==> src/rtl/cpw_pkg.sv <==
package cpw_pkg;

    typedef enum logic [2:0] {
        PS_ACTIVE = 3'd0,
        PS_HALT   = 3'd1,
        PS_MWAIT  = 3'd2,
        PS_DEEP   = 3'd3,
        PS_STOPG  = 3'd4,
        PS_SNOOP  = 3'd5
    } pstate_e;

    typedef struct packed {
        logic smi;
        logic init;
        logic lint0;
        logic lint1;
        logic bus_msg;
        logic monitor;
    } wake_evt_t;

    typedef struct packed {
        logic halt;
        logic mwait;
        logic mwait_c2;
        logic lvl2_rd;
    } entry_req_t;

    typedef struct packed {
        logic done;
        logic resume_halt;
    } smi_ret_t;

    function automatic logic is_light(pstate_e s);
        return (s == PS_HALT) || (s == PS_MWAIT);
    endfunction

    function automatic logic clock_may_stop(pstate_e s);
        return !((s == PS_ACTIVE) || (s == PS_SNOOP));
    endfunction

endpackage

==> src/rtl/cpw_wake_merge.sv <==
module cpw_wake_merge
    import cpw_pkg::*;
#(
    parameter int DUAL_CORE = 1
) (
    input  wake_evt_t evt,
    input  logic      monitor_ok,
    input  logic      snoop_bus,
    input  logic      snoop_peer,
    output logic      wake_any,
    output logic      wake_smi,
    output logic      snoop_req
);
    localparam logic PEER_EN = (DUAL_CORE != 0);

    always_comb begin
        wake_smi  = evt.smi;
        wake_any  = evt.smi | evt.init | evt.lint0 | evt.lint1 | evt.bus_msg
                  | (evt.monitor & monitor_ok);
        snoop_req = snoop_bus | (snoop_peer & PEER_EN);
    end
endmodule

==> src/rtl/cpw_snoop_timer.sv <==
module cpw_snoop_timer #(
    parameter int CYCLES = 4
) (
    input  logic clk,
    input  logic rst,
    input  logic load,
    output logic expire
);
    localparam int CW = (CYCLES < 2) ? 1 : $clog2(CYCLES + 1);
    localparam logic [CW-1:0] START = CW'(CYCLES - 1);

    logic [CW-1:0] remain;

    always_ff @(posedge clk) begin
        if (rst) begin
            remain <= '0;
        end else if (load) begin
            remain <= START;
        end else if (remain != '0) begin
            remain <= remain - 1'b1;
        end
    end

    assign expire = (remain == '0);
endmodule

==> src/rtl/cpw_state_next.sv <==
module cpw_state_next
    import cpw_pkg::*;
(
    input  pstate_e    state,
    input  pstate_e    ret_state,
    input  logic       wake_any,
    input  logic       wake_smi,
    input  logic       snoop_req,
    input  logic       stopclk,
    input  entry_req_t entry,
    input  smi_ret_t   smi_ret,
    input  logic       smi_act,
    input  logic       pend_wake,
    input  logic       pend_smi,
    input  logic       tmr_expire,
    output pstate_e    nxt_state,
    output pstate_e    nxt_ret,
    output logic       nxt_smi_act,
    output logic       nxt_pend_wake,
    output logic       nxt_pend_smi,
    output logic       load_tmr,
    output logic       ack_set,
    output logic       done_set
);
    always_comb begin
        nxt_state     = state;
        nxt_ret       = ret_state;
        nxt_smi_act   = smi_act;
        nxt_pend_wake = pend_wake;
        nxt_pend_smi  = pend_smi;
        load_tmr      = 1'b0;
        ack_set       = 1'b0;
        done_set      = 1'b0;
        unique case (state)
            PS_ACTIVE: begin
                nxt_smi_act = wake_smi | (smi_act & ~smi_ret.done);
                if (smi_ret.done && smi_act) begin
                    nxt_state = smi_ret.resume_halt ? PS_HALT : PS_ACTIVE;
                end else if (entry.lvl2_rd) begin
                    nxt_state = PS_DEEP;
                    ack_set   = stopclk;
                end else if (entry.mwait) begin
                    if (entry.mwait_c2) begin
                        nxt_state = PS_DEEP;
                        ack_set   = stopclk;
                    end else begin
                        nxt_state = PS_MWAIT;
                    end
                end else if (entry.halt) begin
                    nxt_state = PS_HALT;
                end
            end
            PS_HALT, PS_MWAIT, PS_DEEP: begin
                if (wake_any) begin
                    nxt_state   = PS_ACTIVE;
                    nxt_smi_act = smi_act | wake_smi;
                end else if (stopclk && is_light(state)) begin
                    nxt_state = PS_STOPG;
                    nxt_ret   = state;
                end else if (snoop_req) begin
                    nxt_state     = PS_SNOOP;
                    nxt_ret       = state;
                    load_tmr      = 1'b1;
                    nxt_pend_wake = 1'b0;
                    nxt_pend_smi  = 1'b0;
                end
            end
            PS_STOPG: begin
                if (!stopclk) begin
                    nxt_state = ret_state;
                end
            end
            PS_SNOOP: begin
                if (tmr_expire) begin
                    done_set      = 1'b1;
                    nxt_pend_wake = 1'b0;
                    nxt_pend_smi  = 1'b0;
                    if (pend_wake || wake_any) begin
                        nxt_state   = PS_ACTIVE;
                        nxt_smi_act = smi_act | pend_smi | wake_smi;
                    end else begin
                        nxt_state = ret_state;
                    end
                end else begin
                    nxt_pend_wake = pend_wake | wake_any;
                    nxt_pend_smi  = pend_smi | wake_smi;
                end
            end
            default: begin
                nxt_state = PS_ACTIVE;
            end
        endcase
    end
endmodule

==> src/rtl/core_pstate_ctrl.sv <==
module core_pstate_ctrl
    import cpw_pkg::*;
#(
    parameter int SNOOP_CYCLES = 4,
    parameter int DUAL_CORE    = 1
) (
    input  logic       clk,
    input  logic       rst,
    input  logic       halt_exec,
    input  logic       mwait_exec,
    input  logic       mwait_hint_c2,
    input  logic       lvl2_io_read,
    input  logic       wake_smi,
    input  logic       wake_init,
    input  logic       wake_lint0,
    input  logic       wake_lint1,
    input  logic       wake_bus_msg,
    input  logic       monitor_hit,
    input  logic       smi_done,
    input  logic       smi_resume_halt,
    input  logic       stopclk_req,
    input  logic       snoop_bus,
    input  logic       snoop_peer,
    output logic [2:0] state_code,
    output logic       clk_en,
    output logic       stop_grant_ack,
    output logic       snoop_done
);
    pstate_e    state_q, ret_q, nxt_state, nxt_ret;
    logic       smi_act_q, pend_q, pend_smi_q;
    logic       nxt_smi_act, nxt_pend, nxt_pend_smi;
    logic       ack_q, done_q, ack_set, done_set;
    logic       wake_any, wake_smi_q, snoop_req, load_tmr, tmr_expire, monitor_ok;
    wake_evt_t  evt;
    entry_req_t entry;
    smi_ret_t   smi_ret;

    assign evt     = '{smi: wake_smi, init: wake_init, lint0: wake_lint0,
                       lint1: wake_lint1, bus_msg: wake_bus_msg, monitor: monitor_hit};
    assign entry   = '{halt: halt_exec, mwait: mwait_exec,
                       mwait_c2: mwait_hint_c2, lvl2_rd: lvl2_io_read};
    assign smi_ret = '{done: smi_done, resume_halt: smi_resume_halt};

    assign monitor_ok = (state_q == PS_MWAIT) ||
                        ((state_q == PS_SNOOP) && (ret_q == PS_MWAIT));

    cpw_wake_merge #(.DUAL_CORE(DUAL_CORE)) u_wake (
        .evt        (evt),
        .monitor_ok (monitor_ok),
        .snoop_bus  (snoop_bus),
        .snoop_peer (snoop_peer),
        .wake_any   (wake_any),
        .wake_smi   (wake_smi_q),
        .snoop_req  (snoop_req)
    );

    cpw_snoop_timer #(.CYCLES(SNOOP_CYCLES)) u_timer (
        .clk    (clk),
        .rst    (rst),
        .load   (load_tmr),
        .expire (tmr_expire)
    );

    cpw_state_next u_next (
        .state         (state_q),
        .ret_state     (ret_q),
        .wake_any      (wake_any),
        .wake_smi      (wake_smi_q),
        .snoop_req     (snoop_req),
        .stopclk       (stopclk_req),
        .entry         (entry),
        .smi_ret       (smi_ret),
        .smi_act       (smi_act_q),
        .pend_wake     (pend_q),
        .pend_smi      (pend_smi_q),
        .tmr_expire    (tmr_expire),
        .nxt_state     (nxt_state),
        .nxt_ret       (nxt_ret),
        .nxt_smi_act   (nxt_smi_act),
        .nxt_pend_wake (nxt_pend),
        .nxt_pend_smi  (nxt_pend_smi),
        .load_tmr      (load_tmr),
        .ack_set       (ack_set),
        .done_set      (done_set)
    );

    always_ff @(posedge clk) begin
        if (rst) begin
            state_q    <= PS_ACTIVE;
            ret_q      <= PS_ACTIVE;
            smi_act_q  <= 1'b0;
            pend_q     <= 1'b0;
            pend_smi_q <= 1'b0;
            ack_q      <= 1'b0;
            done_q     <= 1'b0;
        end else begin
            state_q    <= nxt_state;
            ret_q      <= nxt_ret;
            smi_act_q  <= nxt_smi_act;
            pend_q     <= nxt_pend;
            pend_smi_q <= nxt_pend_smi;
            ack_q      <= ack_set;
            done_q     <= done_set;
        end
    end

    assign state_code     = state_q;
    assign clk_en         = ~clock_may_stop(state_q);
    assign stop_grant_ack = ack_q;
    assign snoop_done     = done_q;
endmodule

==> config.mk <==
export PLATFORM = sky130hd
export DESIGN_NAME = core_pstate_ctrl
export DESIGN_NICKNAME = d
export VERILOG_FILES = /design/src/rtl/cpw_pkg.sv /design/src/rtl/cpw_wake_merge.sv /design/src/rtl/cpw_snoop_timer.sv /design/src/rtl/cpw_state_next.sv /design/src/rtl/core_pstate_ctrl.sv
export SDC_FILE = /design/constraint.sdc
export NUM_CORES = 1
export LEC_CHECK = 0
export ABC_AREA = 1
export CORE_MARGIN = 2
export CORE_UTILIZATION = 60
export CTS_CLUSTER_DIAMETER = 50
export DETAILED_ROUTE_END_ITERATION = 8
export DONT_BUFFER_PORTS = 1
export PLACE_DENSITY = 0.76
export RECOVER_POWER = 25
export SKIP_LAST_GASP = 1
export SYNTH_ARGS = -nofsm -noshare
export SYNTH_HDL_FRONTEND = slang
export SYNTH_HIERARCHICAL = 1
export SYNTH_SLANG_ARGS = --single-unit
==> constraint.sdc <==
create_clock -name clk -period 1.8 [get_ports clk]
set_clock_uncertainty 0.15 [all_clocks]
set_input_delay 0.18 -clock clk [delete_from_list [all_inputs] [get_ports clk]]
set_output_delay 0.18 -clock clk [all_outputs]
set_load 0.005 [all_outputs]
==> impl_metrics.yaml, run 1 <==
outcome:
  outcome: "finished clean"
cts:
  cts_buffers: 3
  worstSkewPairLatency_ns: 0.28
  cts-root-buf: "clkbuf_4"
  cts_sinks: 14
  clockBufferDepth: 2
  cts.htree.levels: 1
  cts_tree: "done"
  clk_pin_slew_ns: 0.09
timing:
  tightest_slew_ns: 0.4462
  final-max-slew-violation-count: 0
  slew_headroom_pct: 70.16
  finalCritPeriodShare_pct: 90.11
  layout_setup_ws_ns: 0.1780
  setup_violations: 0
  min_period_ns: 1.622
  hold_viol: 0
  fmax_mhz: 616.5
  whs_ns: 0.02167
layout:
  layout_commonest_cell: "nand2_1"
  final_cells: 196
  antenna_cells: 0
  nNetsFinal: 200
  layout_common_cells: "nand2_1 (38), inv_1 (34), nor2_1 (28), nand3_1 (17), dfxtp_1 (11)"
  drive_above_1_share_pct: 16.67
  area_delta_synth_final_pct: 10.59
die:
  die-area_um2: 1995
  core_um2: 1524
  pin_count: 23
  die_width_um: 44.67
  fp.dieH_um: 44.67
  rows: 14
  start_util_pct: 65.11
placement:
  place_inst: 189
  dp_hpwl_mm: 1.811
  io_buffers: 0
  post-place-ws_ns: 0.1644
  place_congestion: 0.8940
global_route:
  first_global_vias: 940
  grt_pass1_wl_mm: 4.098
  grt_max_degree: 13
  overflow: 0
  grt_antenna_before_repair: 0
  grt_usage_pct: 28.46
drt:
  top_layer_used: "met4"
  routed-wl-met2_mm: 1.195
  wl_per_cell_um: 12.47
  avgViaCountPerCell: 5.495
  dr.pass1.iters: 4
  wl_mm: 2.444
  drt_iter0_drc: 70
  ant_nets: 0
  m1WireLength_um: 987
  wl_met3_um: 184
  drc: 0
  vias: 1077
setup_path:
  cp.required_ns: 1.80
  cp.arrival_ns: 1.62
  path_max_fanout: 3
  end_kind: "flop"
  cp-start-kind: "flop"
  path_class: "flop to flop"
run:
  cap_violations: 0
synth:
  syn_area_um2: 992.2
  yosys_warnings: 6
  synth.avg_cell_area_um2: 5.735
  synth_seq_area_share_pct: 28.25
  synth_fp_nets: 192
  yosys_register_bits: 14
  synthCells: 173
  synth_cell_types: 21
min_path:
  hold_class: "input pin to flop"
pwr:
  cellPowerDensity_nw_per_um2: 932.8
  p_leak_uw: 0.0005600
  peakVddDrop_uv: 713.8
  finalPower_uw: 1024
[per-layer routing]
metal	up-vias	track usage, %
met4	0	12.12
met1	478	35.91
li1	531	-
met5	-	0
met2	56	46.38
met3	12	6.122
[state kept, by name, indices dropped and copies added, names as in the netlist]
name / cells
ret_q: 3
snoop_done: 1
pend_q: 1
state_code: 3
smi_act_q: 1
pend_smi_q: 1
stop_grant_ack: 1
u_timer/remain: 3
[cells by family (layout without fill, tap and decap cells)]
kind of cell               after synthesis  after routing  synth area share, %
DFF                                     14             14                28.25
buffers and inverters                   43             50                17.53
and+or+nand+nor                         99             99                43.00
AOI/OAI and AO/OA                       14             14                7.818
adders and majority gates                2              2                2.522
xor gates and xnor gates                 1              1               0.8829
[synth_stat cells (all sizes together)]
cell type   n  area share (%)
nand2      45              18
inv        40              15
nor2       33              14
nand3      17             8.6
dfxtp      14              28
a21oi       7             3.5
o21ai       4             2.0
buf         3             2.4
ha          2             2.5
nand4       2             1.3
o211ai      2             1.5
nor3        1            0.50
o21bai      1            0.76
or2         1            0.63
xnor2       1            0.88
[worst paths after layout]
| path | from | endpoint | slack, ns | depth (start not counted) |
|---|---|---|---|---|
| min reg2reg | pend_smi_q$_SDFF_PP0_ | pend_smi_q$_SDFF_PP0_ | 0.39 | 4 |
| max | ret_q[1]$_SDFF_PP0_ | state_code[2]$_SDFF_PP0_ | 0.18 | 15 |
| min | lvl2_io_read | stop_grant_ack$_SDFF_PP0_ | 0.02 | 4 |
| max reg2reg | ret_q[1]$_SDFF_PP0_ | state_code[2]$_SDFF_PP0_ | 0.18 | 15 |
[area by class of cell]
type	count	area, um^2
fillers	139	426.7
flip-flops and latches	14	284.0
inverters	40	150.1
repair buffers	6	50.05
clock buffers	4	36.28
well taps	16	20.02
multi-input cells	116	556.8
[power breakdown]
group | switching, uW | total (uW) | internal (uW)
sequential | 27.4 | 379 | 352
clock | 107 | 230 | 123
combinational | 260 | 414 | 154
[critical path, cell delays in order, from the launching register on]
cell	delay [ns]
dfxtp_2	0.36
inv_1	0.06
nor2_2	0.08
nand3_1	0.07
nand2_1	0.07
nand2_1	0.04
nand2_1	0.06
inv_1	0.04
nand2_2	0.08
inv_2	0.06
nand2_2	0.07
nor2_1	0.04
a21oi_1	0.12
nand3_1	0.09
inv_1	0.06
nor2_1	0.04
[through the flow]
| stage | cell area, um^2 | util, % | setup TNS [ns] |
|---|---|---|---|
| after floorplan | 992.2 | - | 0 |
| after CTS | 1067 | 70.03 | 0 |
| after global placement | 1011 | 66.34 | 0 |
| after detailed placement | 1011 | 66.34 | 0 |
| final | 1097 | 72.00 | 0 |
| after global routing | 1097 | 72.00 | -0.05692 |
[repair_timing]
item                                   in CTS  in global routing
buffers inserted                            0                  1
setup endpoints to repair                   0                 11
endpoints found under the hold margin      14                  0
hold buffers                                2                  0
resized for setup                           0                 11
No activity file was read; power rests on OpenSTA's default activity.
==> inputs of run 2 (changes only) <==
CORE_UTILIZATION = 25   (was 60)
PLACE_DENSITY = default   (was 0.76)
==> run 2 against run 1 <==
Compared with the run above:
- sequential cell count did not move
- hold slack improved by 0.053 ns
- sequential share of layout area fell by 0.86 points
- critical path type unchanged
- global-route usage fell by 17 points
- first-iteration DRC count fell by 24%
- critical endpoint is now pend_smi_q$_SDFF_PP0_
- die area rose by 130%
- clock power rose by 12%
- largest power group unchanged
- core utilization fell by 42 points
- critical path depth fell by 2
- routed wire length fell by 3.9%
==> impl_metrics.yaml, run 2 (synthesis gave the netlist of run 1 again) <==
outcome:
  outcome: "finished clean"
timing:
  setup_violations: 0
  tightest_slew_ns: 0.5136
  min_period_ns: 1.604
  rsz0062_at_grt: "no"
  whs_ns: 0.07448
  hold_viol: 0
  finalCritPeriodShare_pct: 89.09
  final-max-slew-violation-count: 0
  slew_headroom_pct: 65.65
  tns_ns: 0
  fmax_mhz: 623.6
drt:
  dr.pass1.iters: 4
  wl_per_cell_um: 10.25
  avgViaCountPerCell: 4.249
  drc: 0
  vias: 973
  ant_nets: 0
  drt_iter0_drc: 53
  wl_mm: 2.348
setup_path:
  end_kind: "flop"
  r2r_start: "state_code[1]$_SDFF_PP0_"
  path_class: "flop to flop"
  reg2reg_setup_slack_ns: 0.20
  cp.required_ns: 1.77
  r2r_cells: 13
  reg2reg_to: "pend_smi_q$_SDFF_PP0_"
  cp.arrival_ns: 1.57
  cp-start-kind: "flop"
  path_max_fanout: 4
pwr:
  peakVddDrop_uv: 472.9
  p_leak_uw: 0.0005626
  cellPowerDensity_nw_per_um2: 918.8
layout:
  seq_area_um2: 284.0
  multi_input_area_um2: 538.0
  antenna_cells: 0
  drive_above_1_share_pct: 13.26
  area_delta_synth_final_pct: 14.38
  fill_cells: 435
  nNetsFinal: 202
  layout_common_cells: "nand2_1 (40), inv_1 (35), nor2_1 (30), nand3_1 (17), dfxtp_1 (11)"
  layout_commonest_cell: "nand2_1"
global_route:
  grtUsageMet3_pct: 4.561
  first_global_vias: 889
  grt_use_met1_pct: 14.79
  busiest_layer: "met2"
  grt_antenna_before_repair: 0
  met2_usage_pct: 19.06
  grt_max_degree: 13
  grt_usage_pct: 11.79
  grt_pass1_wl_mm: 3.939
  overflow: 0
die:
  die_width_um: 67
  rows: 22
  fp.dieH_um: 67
  die-area_um2: 4489
  core_um2: 3744
  pin_count: 23
  start_util_pct: 26.50
placement:
  io_buffers: 0
  place_congestion: 0.8703
  dp_hpwl_mm: 1.857
min_path:
  min_to: "state_code[2]$_SDFF_PP0_"
  hold_depth: 4
  hold_class: "input pin to flop"
  worstHoldStart: "stopclk_req"
cts:
  clk_pin_slew_ns: 0.06
  cts_tree: "done"
  cts_sinks: 14
  clockBufferDepth: 2
  cts.htree.levels: 1
  cts_buffers: 3
  worstSkewPairLatency_ns: 0.25
  cts-root-buf: "clkbuf_8"
run:
  cap_violations: 0
-- run 2: area by class of cell --
cell class | count | area share (%)
clock buffers | 3 | 3.638
inverters | 40 | 13.23
multi-input cells | 116 | 47.41
flip-flops and latches | 14 | 25.03
well taps | 48 | 5.292
repair buffers | 8 | 5.402
-- run 2: power by group --
part           internal, uW  switching, uW  leakage (uW)  total [uW]
sequential              353           26.7      0.000116         380
clock                   148            109     0.0000216         257
combinational           157            250      0.000425         406
-- run 2: repair_timing --
action                                  CTS  global route
endpoints found under the setup margin    0             3
hold buffers                              2             0
resized for setup                         0             5
setup buffers                             0             0
endpoints found under the hold margin    14             0
-- run 2: how the worst max path moves through the flow --
| stage | to | depth (start not counted) | startpoint | slack (ns) |
|---|---|---|---|---|
| 2_1_floorplan | state_code[2]$_SDFF_PP0_ | 15 | state_code[0]$_SDFF_PP0_ | 0.17 |
| 3_3_place_gp | u_timer/remain[2]$_SDFFE_PP0P_ | 13 | state_code[1]$_SDFF_PP0_ | 0.19 |
| 3_5_place_dp | state_code[2]$_SDFF_PP0_ | 15 | ret_q[1]$_SDFF_PP0_ | 0.19 |
| 4_1_cts | state_code[2]$_SDFF_PP0_ | 15 | state_code[0]$_SDFF_PP0_ | 0.15 |
| 5_1_grt | state_code[1]$_SDFF_PP0_ | 10 | u_timer/remain[0]$_SDFFE_PP0P_ | 0.03 |
| 6_report | pend_smi_q$_SDFF_PP0_ | 13 | state_code[1]$_SDFF_PP0_ | 0.20 |
-- run 2: through the flow --
step | util [%] | cell area, um^2 | std cells | setup slack, ns | total power (uW)
after floorplan | - | 992.2 | 173 | 0.1672 | 705.0
after global placement | 28.68 | 1074 | 224 | 0.1898 | 783.2
after detailed placement | 28.68 | 1074 | 224 | 0.1903 | 785.4
after CTS | 30.31 | 1135 | 229 | 0.1517 | 1061
after global routing | 30.31 | 1135 | 229 | 0.03321 | 1144
final | 30.31 | 1135 | 229 | 0.1963 | 1043
-- run 2: worst max-delay path: stages, from the launching register on --
cell	delay [ns]
dfxtp_1	0.38
nor2_1	0.06
nand3_1	0.07
nand2_1	0.05
nand2_1	0.05
nand2_1	0.05
inv_1	0.05
nand2_1	0.07
o21ai_0	0.21
nand3_1	0.14
nand2_1	0.08
nand2_1	0.05
inv_1	0.05
nor2_1	0.03
-- run 2: per-layer routing --
layer	wire (um)	vias up
met3	129	2
li1	-	534
met4	8	0
met5	0	-
met2	1084	16
met1	1125	421
==> inputs of run 3 (changes only) <==
CAP_MARGIN = 5   (was default)
CORE_ASPECT_RATIO = 1.25   (was default)
PLACE_DENSITY = 0.35   (was default)
==> run 3 against run 2 <==
Compared with the run above:
- cell area is 2.8% higher
- cell count rose by 3.1%
- power increased by 6.8%
- routed wire length increased by 11%
- sequential cell count did not move
- fmax decreased by 2.8%
- critical endpoint unchanged
==> impl_metrics.yaml, run 3 (synthesis gave the netlist of run 1 again) <==
setup_path:
  reg2reg_setup_slack_ns: 0.15
  path_max_fanout: 4
  cp-start-kind: "flop"
  r2r_start: "ret_q[0]$_SDFF_PP0_"
  cp.required_ns: 1.77
  reg2reg_to: "pend_smi_q$_SDFF_PP0_"
  cp.arrival_ns: 1.62
  path_class: "flop to flop"
  end_kind: "flop"
  r2r_cells: 13
timing:
  min_period_ns: 1.650
  layout_setup_ws_ns: 0.1501
  tightest_slew_ns: 0.4772
  fmax_mhz: 606.1
  finalCritPeriodShare_pct: 91.66
  slew_headroom_pct: 68.08
  final-max-slew-violation-count: 0
  setup_violations: 0
  rsz0062_at_grt: "yes"
  hold_viol: 0
cts:
  cts.htree.levels: 1
  cts_buffers: 3
  cts-root-buf: "clkbuf_8"
  clk_pin_slew_ns: 0.06
  cts_sinks: 14
  cts_tree: "done"
  clockBufferDepth: 2
  worstSkewPairLatency_ns: 0.24
die:
  die_width_um: 60.35
  pin_count: 23
  core_um2: 3785
  fp.dieH_um: 74.44
  start_util_pct: 26.21
  rows: 25
  die-area_um2: 4492
pwr:
  p_clk_share_pct: 28.2
  sequentialPowerShare_pct: 34.0
  cellPowerDensity_nw_per_um2: 955.3
  combPwrFrac_pct: 37.8
  switchingPower_uw: 407.1
  switching_share_pct: 36.54
  p_leak_uw: 0.0005689
  p_int_uw: 707.0
  peakVddDrop_uv: 458.7
  finalPower_uw: 1114
min_path:
  hold_depth: 4
  worstHoldStart: "lvl2_io_read"
  hold_class: "input pin to flop"
  min_to: "stop_grant_ack$_SDFF_PP0_"
placement:
  io_buffers: 0
  post-place-ws_ns: 0.04505
  dp_hpwl_mm: 2.075
  place_congestion: 0.7830
drt:
  wl_per_cell_um: 11.01
  drt_iter0_drc: 38
  drc: 0
  vias: 992
  dr.pass1.iters: 4
  wl_mm: 2.598
  avgViaCountPerCell: 4.203
  ant_nets: 0
layout:
  area_delta_synth_final_pct: 17.53
  nNetsFinal: 202
  layout_commonest_cell: "nand2_1"
  antenna_cells: 0
  drive_above_1_share_pct: 14.84
  layout_common_cells: "nand2_1 (38), inv_1 (35), nor2_1 (30), nand3_1 (17), dfxtp_1 (11)"
  final_util_pct: 30.81
global_route:
  grt_pass1_wl_mm: 4.126
  overflow: 0
  grt_usage_pct: 12.26
  grt_max_degree: 12
  grt_antenna_before_repair: 0
  first_global_vias: 915
outcome:
  outcome: "finished clean"
run:
  cap_violations: 0
==> run 3: how the worst max path moves through the flow <==
stage                             startpoint                        to  slack [ns]  cells past startpoint
finish                   ret_q[0]$_SDFF_PP0_     pend_smi_q$_SDFF_PP0_        0.15                     13
global route             ret_q[1]$_SDFF_PP0_  state_code[2]$_SDFF_PP0_       -0.01                     15
detailed placement       ret_q[1]$_SDFF_PP0_  state_code[2]$_SDFF_PP0_        0.05                     15
CTS                      ret_q[1]$_SDFF_PP0_  state_code[2]$_SDFF_PP0_      0.0006                     15
floorplan           state_code[0]$_SDFF_PP0_  state_code[2]$_SDFF_PP0_        0.17                     15
global placement         ret_q[1]$_SDFF_PP0_  state_code[2]$_SDFF_PP0_        0.02                     15
==> run 3: through the flow <==
step,TNS [ns],instance area (um^2),hold WS [ns],cells
CTS,0,1151,0.07327,235
global route,-0.01025,1166,0.09634,236
global placement,0,1066,0.1036,228
floorplan,0,992.2,0.1012,173
detailed placement,0,1066,0.1057,228
finish,0,1166,0.05762,236
==> run 3: worst max-delay path, stage by stage, from the launching register on <==
cell and delay (ns):
dfxtp_1 0.39, nor2_1 0.06, nand3_1 0.08, nand2_1 0.05, nand2_1 0.07, nand2_1 0.05
inv_1 0.07, nand2_2 0.06, o21ai_0 0.23, nand3_1 0.14, nand2_1 0.07, nand2_1 0.04
inv_1 0.04, nor2_1 0.03
==> run 3: cell type report <==
cell class	instances	area, um^2
flip-flops and latches	14	284.0
fillers	429	2619
inverters	40	150.1
well taps	54	67.56
multi-input cells	116	545.5
clock buffers	4	55.05
repair buffers	8	63.81
==> run 3: power by group through the flow <==
| stage | Combinational (uW) | Clock (uW) | Sequential [uW] |
|---|---|---|---|
| 2_1_floorplan | 315 | 0 | 390 |
| 3_3_place_gp | 410 | 0 | 386 |
| 3_5_place_dp | 408 | 0 | 384 |
| 4_1_cts | 419 | 324 | 378 |
| 5_1_grt | 498 | 340 | 381 |
| 6_report | 421 | 315 | 378 |
==> run 3: timing repair <==
item,in CTS,in global routing
hold buffers,3,0
endpoints found under the hold margin,14,0
endpoints found under the setup margin,0,9
setup buffers,0,1
gates resized for setup,0,7
==> run 3: routing by layer <==
layer | routed length [um] | GRT usage, %
met5 | 0 | 0
met3 | 98 | 2.609
met1 | 1194 | 14.55
met4 | 16 | 3.704
met2 | 1289 | 21.74
